## src/rtl/pwr_arb_pkg.sv

```systemverilog
package pwr_arb_pkg;
    typedef enum logic [2:0] {
        ST_OFF      = 3'd0,
        ST_A        = 3'd1,
        ST_B        = 3'd2,
        ST_AB       = 3'd3,
        ST_BBM      = 3'd4,
        ST_OTG_WAIT = 3'd5,
        ST_OTG      = 3'd6
    } arb_state_e;

    // cycles in B before the sensed flag level is trusted
    localparam int FLAG_SETTLE = 3;

    function automatic int imax(input int x, input int y);
        return (x > y) ? x : y;
    endfunction
endpackage

```

## src/rtl/pwr_arb_debounce.sv

```systemverilog
module pwr_arb_debounce #(
    parameter int HOLD_TICKS = 15
) (
    input  logic clk_i,
    input  logic rst_ni,
    input  logic in_window_i,
    input  logic tick_i,
    output logic valid_o
);
    localparam int CW = $clog2(HOLD_TICKS + 1);
    localparam logic [CW-1:0] HOLD = CW'(HOLD_TICKS);

    logic [CW-1:0] cnt_q;

    always_ff @(posedge clk_i or negedge rst_ni) begin
        if (!rst_ni)
            cnt_q <= '0;
        else if (!in_window_i)
            cnt_q <= '0;
        else if (tick_i && cnt_q != HOLD)
            cnt_q <= cnt_q + 1'b1;
    end

    assign valid_o = (cnt_q == HOLD);
endmodule

```

## src/rtl/pwr_arb_sync2.sv

```systemverilog
module pwr_arb_sync2 (
    input  logic clk_i,
    input  logic rst_ni,
    input  logic d_i,
    output logic q_o
);
    logic s1_q, s2_q;

    always_ff @(posedge clk_i or negedge rst_ni) begin
        if (!rst_ni) begin
            s1_q <= 1'b0;
            s2_q <= 1'b0;
        end else begin
            s1_q <= d_i;
            s2_q <= s1_q;
        end
    end

    assign q_o = s2_q;
endmodule

```

## src/rtl/pwr_arb_timer.sv

```systemverilog
module pwr_arb_timer #(
    parameter int W = 4
) (
    input  logic         clk_i,
    input  logic         rst_ni,
    input  logic         load_i,
    input  logic [W-1:0] load_val_i,
    input  logic         tick_i,
    output logic         zero_o
);
    logic [W-1:0] cnt_q;

    always_ff @(posedge clk_i or negedge rst_ni) begin
        if (!rst_ni)
            cnt_q <= '0;
        else if (load_i)
            cnt_q <= load_val_i;
        else if (tick_i && cnt_q != '0)
            cnt_q <= cnt_q - 1'b1;
    end

    assign zero_o = (cnt_q == '0);
endmodule

```

## src/rtl/pwr_src_arbiter.sv

```systemverilog
module pwr_src_arbiter
    import pwr_arb_pkg::*;
#(
    parameter int A_DEB_TICKS     = 15,
    parameter int B_DEB_TICKS     = 1,
    parameter int BBM_TICKS       = 30,
    parameter int OTG_LONG_TICKS  = 10,
    parameter int OTG_SHORT_TICKS = 1,
    parameter int SS_TICKS        = 1
) (
    input  logic clk_i,
    input  logic rst_ni,
    input  logic slave_mode_i,
    input  logic lock_i,
    input  logic otg_a_en_i,
    input  logic flag_sense_i,
    input  logic a_uv_i,
    input  logic a_ov_i,
    input  logic b_uv_i,
    input  logic b_ov_i,
    input  logic tsd_i,
    input  logic tick_i,
    output logic path_a_en_o,
    output logic path_b_en_o,
    output logic dischg_en_o,
    output logic otg_rev_en_o,
    output logic soft_start_o,
    output logic flag_pull_o
);
    localparam int TMAX  = imax(imax(BBM_TICKS, SS_TICKS), imax(OTG_LONG_TICKS, OTG_SHORT_TICKS));
    localparam int TMR_W = $clog2(TMAX + 1);

    arb_state_e st_q, st_n;
    logic       tgt_a_q, tgt_a_n;
    logic [1:0] rel_q;
    logic [1:0] in_win, chan_ok;
    logic       flag_s, tmr_zero, tmr_load, kill;
    logic [TMR_W-1:0] tmr_val;
    logic       va, vb;

    assign in_win = {~b_uv_i & ~b_ov_i, ~a_uv_i & ~a_ov_i};

    for (genvar g = 0; g < 2; g++) begin : g_qual
        localparam int HOLD = (g == 0) ? A_DEB_TICKS : B_DEB_TICKS;
        pwr_arb_debounce #(.HOLD_TICKS(HOLD)) u_deb (
            .clk_i      (clk_i),
            .rst_ni     (rst_ni),
            .in_window_i(in_win[g]),
            .tick_i     (tick_i),
            .valid_o    (chan_ok[g])
        );
    end

    assign va = chan_ok[0];
    assign vb = chan_ok[1];

    pwr_arb_sync2 u_flag_sync (
        .clk_i (clk_i),
        .rst_ni(rst_ni),
        .d_i   (flag_sense_i),
        .q_o   (flag_s)
    );

    pwr_arb_timer #(.W(TMR_W)) u_tmr (
        .clk_i     (clk_i),
        .rst_ni    (rst_ni),
        .load_i    (tmr_load),
        .load_val_i(tmr_val),
        .tick_i    (tick_i),
        .zero_o    (tmr_zero)
    );

    // next-state logic
    always_comb begin
        st_n    = st_q;
        tgt_a_n = tgt_a_q;
        if (slave_mode_i || tsd_i) begin
            st_n = ST_OFF;
        end else begin
            unique case (st_q)
                ST_OFF: begin
                    if (otg_a_en_i)  st_n = ST_OTG_WAIT;
                    else if (va)     st_n = ST_A;
                    else if (vb)     st_n = ST_B;
                end
                ST_A: begin
                    if (!va) begin
                        if (vb) begin st_n = ST_BBM; tgt_a_n = 1'b0; end
                        else    st_n = ST_OFF;
                    end
                end
                ST_B: begin
                    if (otg_a_en_i) begin
                        st_n = ST_OTG_WAIT;
                    end else if (!vb) begin
                        if (va) begin st_n = ST_BBM; tgt_a_n = 1'b1; end
                        else    st_n = ST_OFF;
                    end else if (va && !lock_i) begin
                        st_n = ST_BBM; tgt_a_n = 1'b1;
                    end else if (rel_q == 2'(FLAG_SETTLE) && !flag_s) begin
                        st_n = ST_AB;
                    end
                end
                ST_AB: begin
                    if (!vb)         st_n = va ? ST_A : ST_OFF;
                    else if (flag_s) st_n = ST_B;
                end
                ST_BBM: begin
                    if (tmr_zero) begin
                        if (tgt_a_q) st_n = va ? ST_A : ST_OFF;
                        else         st_n = vb ? ST_B : ST_OFF;
                    end
                end
                ST_OTG_WAIT: begin
                    if (!otg_a_en_i)   st_n = ST_OFF;
                    else if (tmr_zero) st_n = ST_OTG;
                end
                ST_OTG: begin
                    if (!otg_a_en_i) st_n = ST_OFF;
                end
                default: st_n = ST_OFF;
            endcase
        end
    end

    assign tmr_load = (st_n != st_q);

    always_comb begin
        unique case (st_n)
            ST_BBM:      tmr_val = TMR_W'(BBM_TICKS);
            ST_OTG_WAIT: tmr_val = vb ? TMR_W'(OTG_LONG_TICKS) : TMR_W'(OTG_SHORT_TICKS);
            ST_OTG:      tmr_val = TMR_W'(SS_TICKS);
            default:     tmr_val = '0;
        endcase
    end

    // state register
    always_ff @(posedge clk_i or negedge rst_ni) begin
        if (!rst_ni) begin
            st_q    <= ST_OFF;
            tgt_a_q <= 1'b0;
            rel_q   <= '0;
        end else begin
            st_q    <= st_n;
            tgt_a_q <= tgt_a_n;
            if (st_n != st_q)
                rel_q <= '0;
            else if (rel_q != 2'(FLAG_SETTLE))
                rel_q <= rel_q + 1'b1;
        end
    end

    // outputs
    assign kill = a_ov_i | b_ov_i | tsd_i;

    always_comb begin
        logic a, b, rev;
        a            = 1'b0;
        b            = 1'b0;
        rev          = 1'b0;
        dischg_en_o  = 1'b0;
        flag_pull_o  = 1'b0;
        if (slave_mode_i) begin
            a = otg_a_en_i;
            b = flag_s;
        end else begin
            unique case (st_q)
                ST_OFF:      flag_pull_o = 1'b1;
                ST_A:        begin a = 1'b1; flag_pull_o = 1'b1; end
                ST_B:        b = 1'b1;
                ST_AB:       begin a = 1'b1; b = 1'b1; end
                ST_BBM:      begin dischg_en_o = 1'b1; flag_pull_o = 1'b1; end
                ST_OTG_WAIT: flag_pull_o = 1'b1;
                ST_OTG:      begin a = 1'b1; rev = 1'b1; flag_pull_o = 1'b1; end
                default:     flag_pull_o = 1'b1;
            endcase
        end
        path_a_en_o  = a & ~kill;
        path_b_en_o  = b & ~kill;
        otg_rev_en_o = rev & ~kill;
        dischg_en_o  = dischg_en_o & ~tsd_i;
        soft_start_o = otg_rev_en_o & ~tmr_zero;
    end
endmodule

```

## config.mk

```make
export PLATFORM = sky130hd
export DESIGN_NAME = pwr_src_arbiter
export DESIGN_NICKNAME = d
export VERILOG_FILES = /design/src/rtl/pwr_arb_pkg.sv /design/src/rtl/pwr_arb_debounce.sv /design/src/rtl/pwr_arb_sync2.sv /design/src/rtl/pwr_arb_timer.sv /design/src/rtl/pwr_src_arbiter.sv
export SDC_FILE = /design/constraint.sdc
export NUM_CORES = 1
export LEC_CHECK = 0
export BUFFER_PORTS_ARGS = -buffer_cell sky130_fd_sc_hd__clkbuf_2
export CAP_MARGIN = 0
export CORE_ASPECT_RATIO = 1.2
export CORE_MARGIN = 2
export CORE_UTILIZATION = 40
export CTS_CLUSTER_SIZE = 10
export DETAILED_ROUTE_END_ITERATION = 10
export GPL_TIMING_DRIVEN = 0
export PLACE_DENSITY = 0.58
export SLEW_MARGIN = 20
export SYNTH_ARGS = -nofsm -noshare
export SYNTH_HDL_FRONTEND = slang
export SYNTH_SLANG_ARGS = --single-unit
```

## constraint.sdc

```tcl
create_clock -name clk_i -period 2.6 [get_ports clk_i]
set_input_delay 0.13 -clock clk_i [delete_from_list [all_inputs] [get_ports clk_i]]
set_output_delay 0.13 -clock clk_i [all_outputs]
set_load 0.03 [all_outputs]
```

==> run metrics, run 1 <==
status finished, final reports clean; FFs w/ async S/R, synth 100%; Power, Total between 1000 and 1500 uW; minimum clock period 2540 ps; CTS tree built; CP arrival 2670 ps; Synth area leaders dfrtp_1, mux2i_1, nor3_1, nor2_1, ha_1; Final Hold Viols 0; Iter 0 DRT Violations between 60 and 70; commonest cells after routing, fill and taps aside dfrtp_1, nor2_1, clkbuf_2; Crit path required time ~2700 ps; Max Clk Rate about 390 MHz; gr usage total a little under a fifth; # diodes 0; CTS buffer count 3; clock sink count 18; die width between 50 and 60 um; pin count of the biggest net entering global routing 19; EDFF count, synth 0; final core utilization about 49%; Pre-antenna DRT Iters 4; top cell type by total area after synthesis dfrtp_1; FF-to-FF setup slack 60 ps; critical path class flop to flop; H-tree lvl count 1; vias per cell a little over 6; final setup TNS 0 ps; P&R area growth vs syn 18.8%; Min-Delay Path Class input port to flop; antenna-violating nets left 0; # port buffers 14; Rows 23; Distinct cells, synth 52; first-pass GRT wire length 5800 um; initial antenna violation count 0; CP Launch Type flop; WL final roughly 3400 um; post-DR wirelength/cell around 16 um; Critical Path End Type flop; Initial Util 41.1%; synthesized flop and latch total 18; Mapped Avg Cell Area slightly below 9 um2; Crit Path Max Fanout 5; Die H a little under 70 um; YS warnings 0; Vias 1310; Worst-Skew Late Latency around 240 ps; Mapped Area ~0.0014 mm2; Gate Count Post-Synth 156; Congestion Overflow GR 0; design area between 0.0015 and 0.002 mm2; P_leak ~0.0007 uW; IO Count 18; fill count 319; worst slew pin tran around 750 ps; clock skew 0.754 ps; post-synth net total ~170; Synth Flop Type dfrtp_1; vias in the first global route between 1000 and 1500; Reg clk slew, reported paths ~70 ps; core area 0.00331 mm2; Hold Slack ~34 ps; RD Place Congestion ~0.84; Power per Cell Area about 650 mW/mm2; Final Max Slew Viols 0; final setup violation count 0; fin crit share 97.8%; dpl cell area between 0.001 and 0.0015 mm2; max_cap viols 0; most common cell after layout, fill and taps aside dfrtp_1; post-synth top area share approximately a third; DP HPWL 2640 um; Clock Tree Root clkbuf_8; Final nets 197; part of the Yosys area used for sequential elements 33.1%; die area 0.00388 mm2; maximum vdd drop approximately 0.00044 V; DRC Markers 0; Clock Path Buffers 2; Max-slew headroom 49.6%; share of cells above drive strength 1 between 20% and 30%
==> final timing paths <==
check                                                 from                                   to  cells past startpoint
max in group asynchronous                           rst_ni                    st_q[1]$_DFF_PN0_                      2
worst min-delay path                                b_uv_i  g_qual[1].u_deb.valid_o$_DFFE_PN0P_                      2
min in group asynchronous                           rst_ni           u_tmr.cnt_q[3]$_DFFE_PN0P_                      2
worst max register to register  u_tmr.cnt_q[1]$_DFFE_PN0P_           u_tmr.cnt_q[2]$_DFFE_PN0P_                      9
worst min register to register  u_flag_sync.s1_q$_DFF_PN0_            u_flag_sync.q_o$_DFF_PN0_                      0
worst max-delay path            u_tmr.cnt_q[1]$_DFFE_PN0P_           u_tmr.cnt_q[2]$_DFFE_PN0P_                      9
==> where the power goes <==
| part | internal, uW | switching (uW) |
|---|---|---|
| clock network | 134 | 86.7 |
| logic | 217 | 220 |
| registers | 337 | 58.6 |
==> cells in the mapped netlist, types with 2 or more instances <==
library cell and instances:
nand3_1 6, o21ai_0 5, a2111oi_0 3, inv_1 7
nand2_1 8, a211oi_1 4, nor2_1 14, o211ai_1 2
nor3_1 11, nor2b_1 8, xnor2_1 2, or3_1 2
clkbuf_1 5, dfrtp_1 18, mux2i_1 6, buf_2 3
xor2_1 2, o32a_1 2, a21oi_1 6, nand4_1 2
ha_1 4, and3_2 2, nor4_1 3, and2_1 3
==> state kept, by name, summed over array words and instances (netlist names) <==
name	count
g_qual.u_deb.cnt_q	4
g_qual.u_deb.valid_o	1
rel_q	2
st_q	3
tgt_a_q	1
u_flag_sync.q_o	1
u_flag_sync.s1_q	1
u_tmr.cnt_q	5
==> per-layer routing <==
| metal | share of wire [%] | up-vias | track usage (%) |
|---|---|---|---|
| li1 | - | 631 | - |
| met3 | 4.7 | 8 | 2.27 |
| met4 | 2.2 | 0 | 7.56 |
| met1 | 44 | 618 | 23.6 |
| met5 | 0 | - | 0 |
| met2 | 50 | 53 | 33.5 |
==> critical path, stage by stage (launching register included) <==
cell and delay [ps]:
dfrtp_1 380, inv_1 70, ha_1 180, nor4b_4 140, buf_4 180, o211a_1 120
o21a_1 170, o31a_1 300, or4_4 540, o32a_1 350
==> cell type report <==
type,instances,area [um2],area share [%]
plain buffers,9,37.5,2.32
clock buffers,4,55.1,3.41
inverters,7,26.3,1.63
multi-input cells,121,872,54.0
flip-flops and latches,18,450,27.9
well taps,37,46.3,2.87
repair buffers,21,128,7.90
==> kinds of logic after synthesis <==
logic type	share of synthesized area (%)
muxes	5.52
DFF	33.1
AOI/OAI and AO/OA	19.9
xor gates and xnor gates	2.58
buffers and inverters	5.52
and+or+nand+nor	29.7
adders and majority gates	3.68
==> through the flow <==
step	worst slack (ps)	instances
2_1_floorplan	51.0	156
3_3_place_gp	-91.6	207
3_5_place_dp	-146	207
4_1_cts	1.51	216
5_1_grt	-4.18	217
6_report	57.6	217
==> repair_timing <==
| action | CTS | global route |
|---|---|---|
| buffers inserted | 4 | 1 |
| hold buffers | 2 | 0 |
| gates resized for setup | 2 | 6 |
| pin swaps | 1 | 2 |
| hold endpoints to repair | 19 | 0 |
| endpoints found under the setup margin | 3 | 5 |
Power figures use the tool's default switching activity.
==> inputs of run 2 (changes only) <==
--- a/config.mk
+++ b/config.mk
@@ -9,11 +9,10 @@
 export CAP_MARGIN = 0
 export CORE_ASPECT_RATIO = 1.2
 export CORE_MARGIN = 2
-export CORE_UTILIZATION = 40
-export CTS_CLUSTER_SIZE = 10
+export CORE_UTILIZATION = 51
 export DETAILED_ROUTE_END_ITERATION = 10
 export GPL_TIMING_DRIVEN = 0
-export PLACE_DENSITY = 0.58
+export PLACE_DENSITY_LB_ADDON = 0.2
 export SLEW_MARGIN = 20
 export SYNTH_ARGS = -nofsm -noshare
 export SYNTH_HDL_FRONTEND = slang
==> run metrics, run 2 (synthesis results as in run 1) <==
clock sink count 18 (unchanged); core area 0.00253 mm2 (-24%); Inst Count DP 203 (-1.9%); Pint 659 uW (-4.3%); minimum clock period 2530 ps (-8.78 ps); final setup TNS 0 ps (unchanged); NetSw 374 uW (+2.5%); CP Launch Type flop; Switching Share 36.2% (+1.6 points); initial antenna violation count 0 (unchanged); WHS Path Cells 2 (unchanged); R2R Path Start g_qual[0].u_deb.cnt_q[0]$_DFFE_PN0P_; critical path class flop to flop; FF-to-FF setup slack 70 ps (about the same); # port buffers 14 (unchanged); share of cells above drive strength 1 25.0% (+3.3 points); RR Endpoint u_tmr.cnt_q[4]$_DFFE_PN0P_; design area 0.00166 mm2 (+2.5%); Congestion Overflow GR 0 (unchanged); status finished, final reports clean; Critical Path End Type flop; IO Count 18 (unchanged); H-tree lvl count 1 (unchanged); Vias 1363 (+4.0%); CP arrival 2740 ps (+70 ps); Min-Delay Path Class input port to flop; P_leak 0.000720 uW (+5.0%); die width 51.1 um (-11%); first-pass GRT wire length 5590 um (-3.6%); CTS tree built; Rows 20 (-13%); Power per Cell Area 624 mW/mm2 (-4.3%); Worst-Skew Late Latency 310 ps (+70 ps); Crit Path Max Fanout 6 (+1); Final nets 205 (+4.1%); Pre-antenna DRT Iters 4 (unchanged); most common cell after layout, fill and taps aside dfrtp_1; Hold Path Sink g_qual[0].u_deb.cnt_q[1]$_DFFE_PN0P_; Clock Tree Root clkbuf_4; Biggest register u_tmr.cnt_q; vias per cell 6.17 (+2.2%); final core utilization 65.5% (+17 points); P&R area growth vs syn 21.7%; DP HPWL 2450 um (-7.2%); sequential power share 38.0% (+0.5 points); Reg clk slew, reported paths 100 ps (+30 ps); Reg2Reg Depth 7 (-2); Die H 60.6 um (-11%); pin count of the biggest net entering global routing 19 (unchanged); Power, Total 1030 uW (-1.9%); gr usage total 24.3% (+5.3 points); max FFs per register 5 (unchanged); # diodes 0 (unchanged); Max Clk Rate 395 MHz (+0.35%); RD Place Congestion 1.01 (+20%); CTS buffer count 3 (unchanged); clock skew 5.88 ps (+5.12 ps); Final Max Slew Viols 0 (unchanged); max_cap viols 0 (unchanged); maximum vdd drop 0.000462 V (+6.1%); Initial Util 53.8% (+13 points); vias in the first global route 1236 (-3.1%); worst slew pin tran 723 ps (-26.8 ps); Clock power frac 17.3% (-3.7 points); Crit path required time 2800 ps (+70 ps); combinational share of power 44.8% (+3.3 points); fin crit share 97.4% (-0.34 points); DRC Markers 0 (unchanged); Max-slew headroom 51.4% (+1.8 points); commonest cells after routing, fill and taps aside dfrtp_1, clkbuf_2, nor2_1; Final Hold Viols 0 (unchanged); antenna-violating nets left 0 (unchanged); Clock Path Buffers 2 (unchanged); WL final 3510 um (+2.7%); dpl cell area 0.00147 mm2 (-0.34%); Non-Filler Instances 221 (+1.8%); die area 0.00310 mm2 (-20%); top flop regs u_tmr.cnt_q x5, g_qual.u_deb.cnt_q x4, st_q x3; final setup violation count 0 (unchanged); post-DR wirelength/cell 15.9 um (+0.81%); Iter 0 DRT Violations 96 (+39%); Hold Path Origin a_uv_i
## run 2: cell types whose count changed in the layout (fill, tap and decap cells not counted), moves of 2 or more
cell / change
buf_4: +6
clkbuf_4: +3
clkbuf_8: -3
dlygate4sd3_1: +2
## run 2: area by class of cell
type,instances,area [um2]
Buffer,9,38.8
Clock buffer,4,36.3
Fill cell,225,872
Inverter,7,26.3
Multi-Input combinational cell,121,870
Sequential cell,18,450
Tap cell,33,41.3
Timing Repair Buffer,29,193
## run 2: metrics by stage
step	hold WS (ps)	setup WS [ps]
6_report	15.9	66.4
3_5_place_dp	98.8	-135
5_1_grt	17.8	-29.9
4_1_cts	13.1	3.05
3_3_place_gp	84.7	-103
2_1_floorplan	-166	51.0
## run 2: metal layers
| layer | wire length, um | vias up | track usage [%] |
|---|---|---|---|
| met5 | 0 | - | 0 |
| met4 | 126 | 0 | 13.5 |
| met2 | 1720 | 56 | 42.3 |
| li1 | - | 651 | - |
| met1 | 1490 | 642 | 29.4 |
| met3 | 169 | 14 | 2.71 |
## run 2: worst max-delay path by stage
| stage | from | cells past startpoint | endpoint | slack (ps) |
|---|---|---|---|---|
| floorplan | st_q[0]$_DFF_PN0_ | 4 | soft_start_o | 50 |
| global route | st_q[0]$_DFF_PN0_ | 6 | tgt_a_q$_DFFE_PN0P_ | -30 |
| detailed placement | g_qual[0].u_deb.cnt_q[0]$_DFFE_PN0P_ | 8 | u_tmr.cnt_q[2]$_DFFE_PN0P_ | -130 |
| global placement | g_qual[0].u_deb.cnt_q[0]$_DFFE_PN0P_ | 8 | u_tmr.cnt_q[2]$_DFFE_PN0P_ | -100 |
| finish | g_qual[0].u_deb.cnt_q[0]$_DFFE_PN0P_ | 7 | u_tmr.cnt_q[4]$_DFFE_PN0P_ | 70 |
| CTS | u_tmr.cnt_q[0]$_DFFE_PN0P_ | 9 | u_tmr.cnt_q[2]$_DFFE_PN0P_ | 3 |
## run 2: power by group through the flow
stage               Clock, uW  Sequential (uW)  Combinational (uW)
floorplan                   0              386                 310
global placement            0              394                 372
detailed placement          0              396                 387
CTS                       181              391                 434
global route              195              399                 510
finish                    178              392                 462
## run 2: timing repair
action,in CTS,in global routing
hold buffers,4,0
buffers inserted,5,6
gates resized for setup,3,8
pin swaps,3,7
endpoints found under the hold margin,20,0
setup endpoints to repair,3,3
## run 2: worst max-delay path: stages (launching register included)
cell and delay (ps):
dfrtp_1 410, ha_4 180, nand3_4 90, o2111a_2 310
o21a_1 190, o31a_1 310, or4_4 580, o32a_1 350
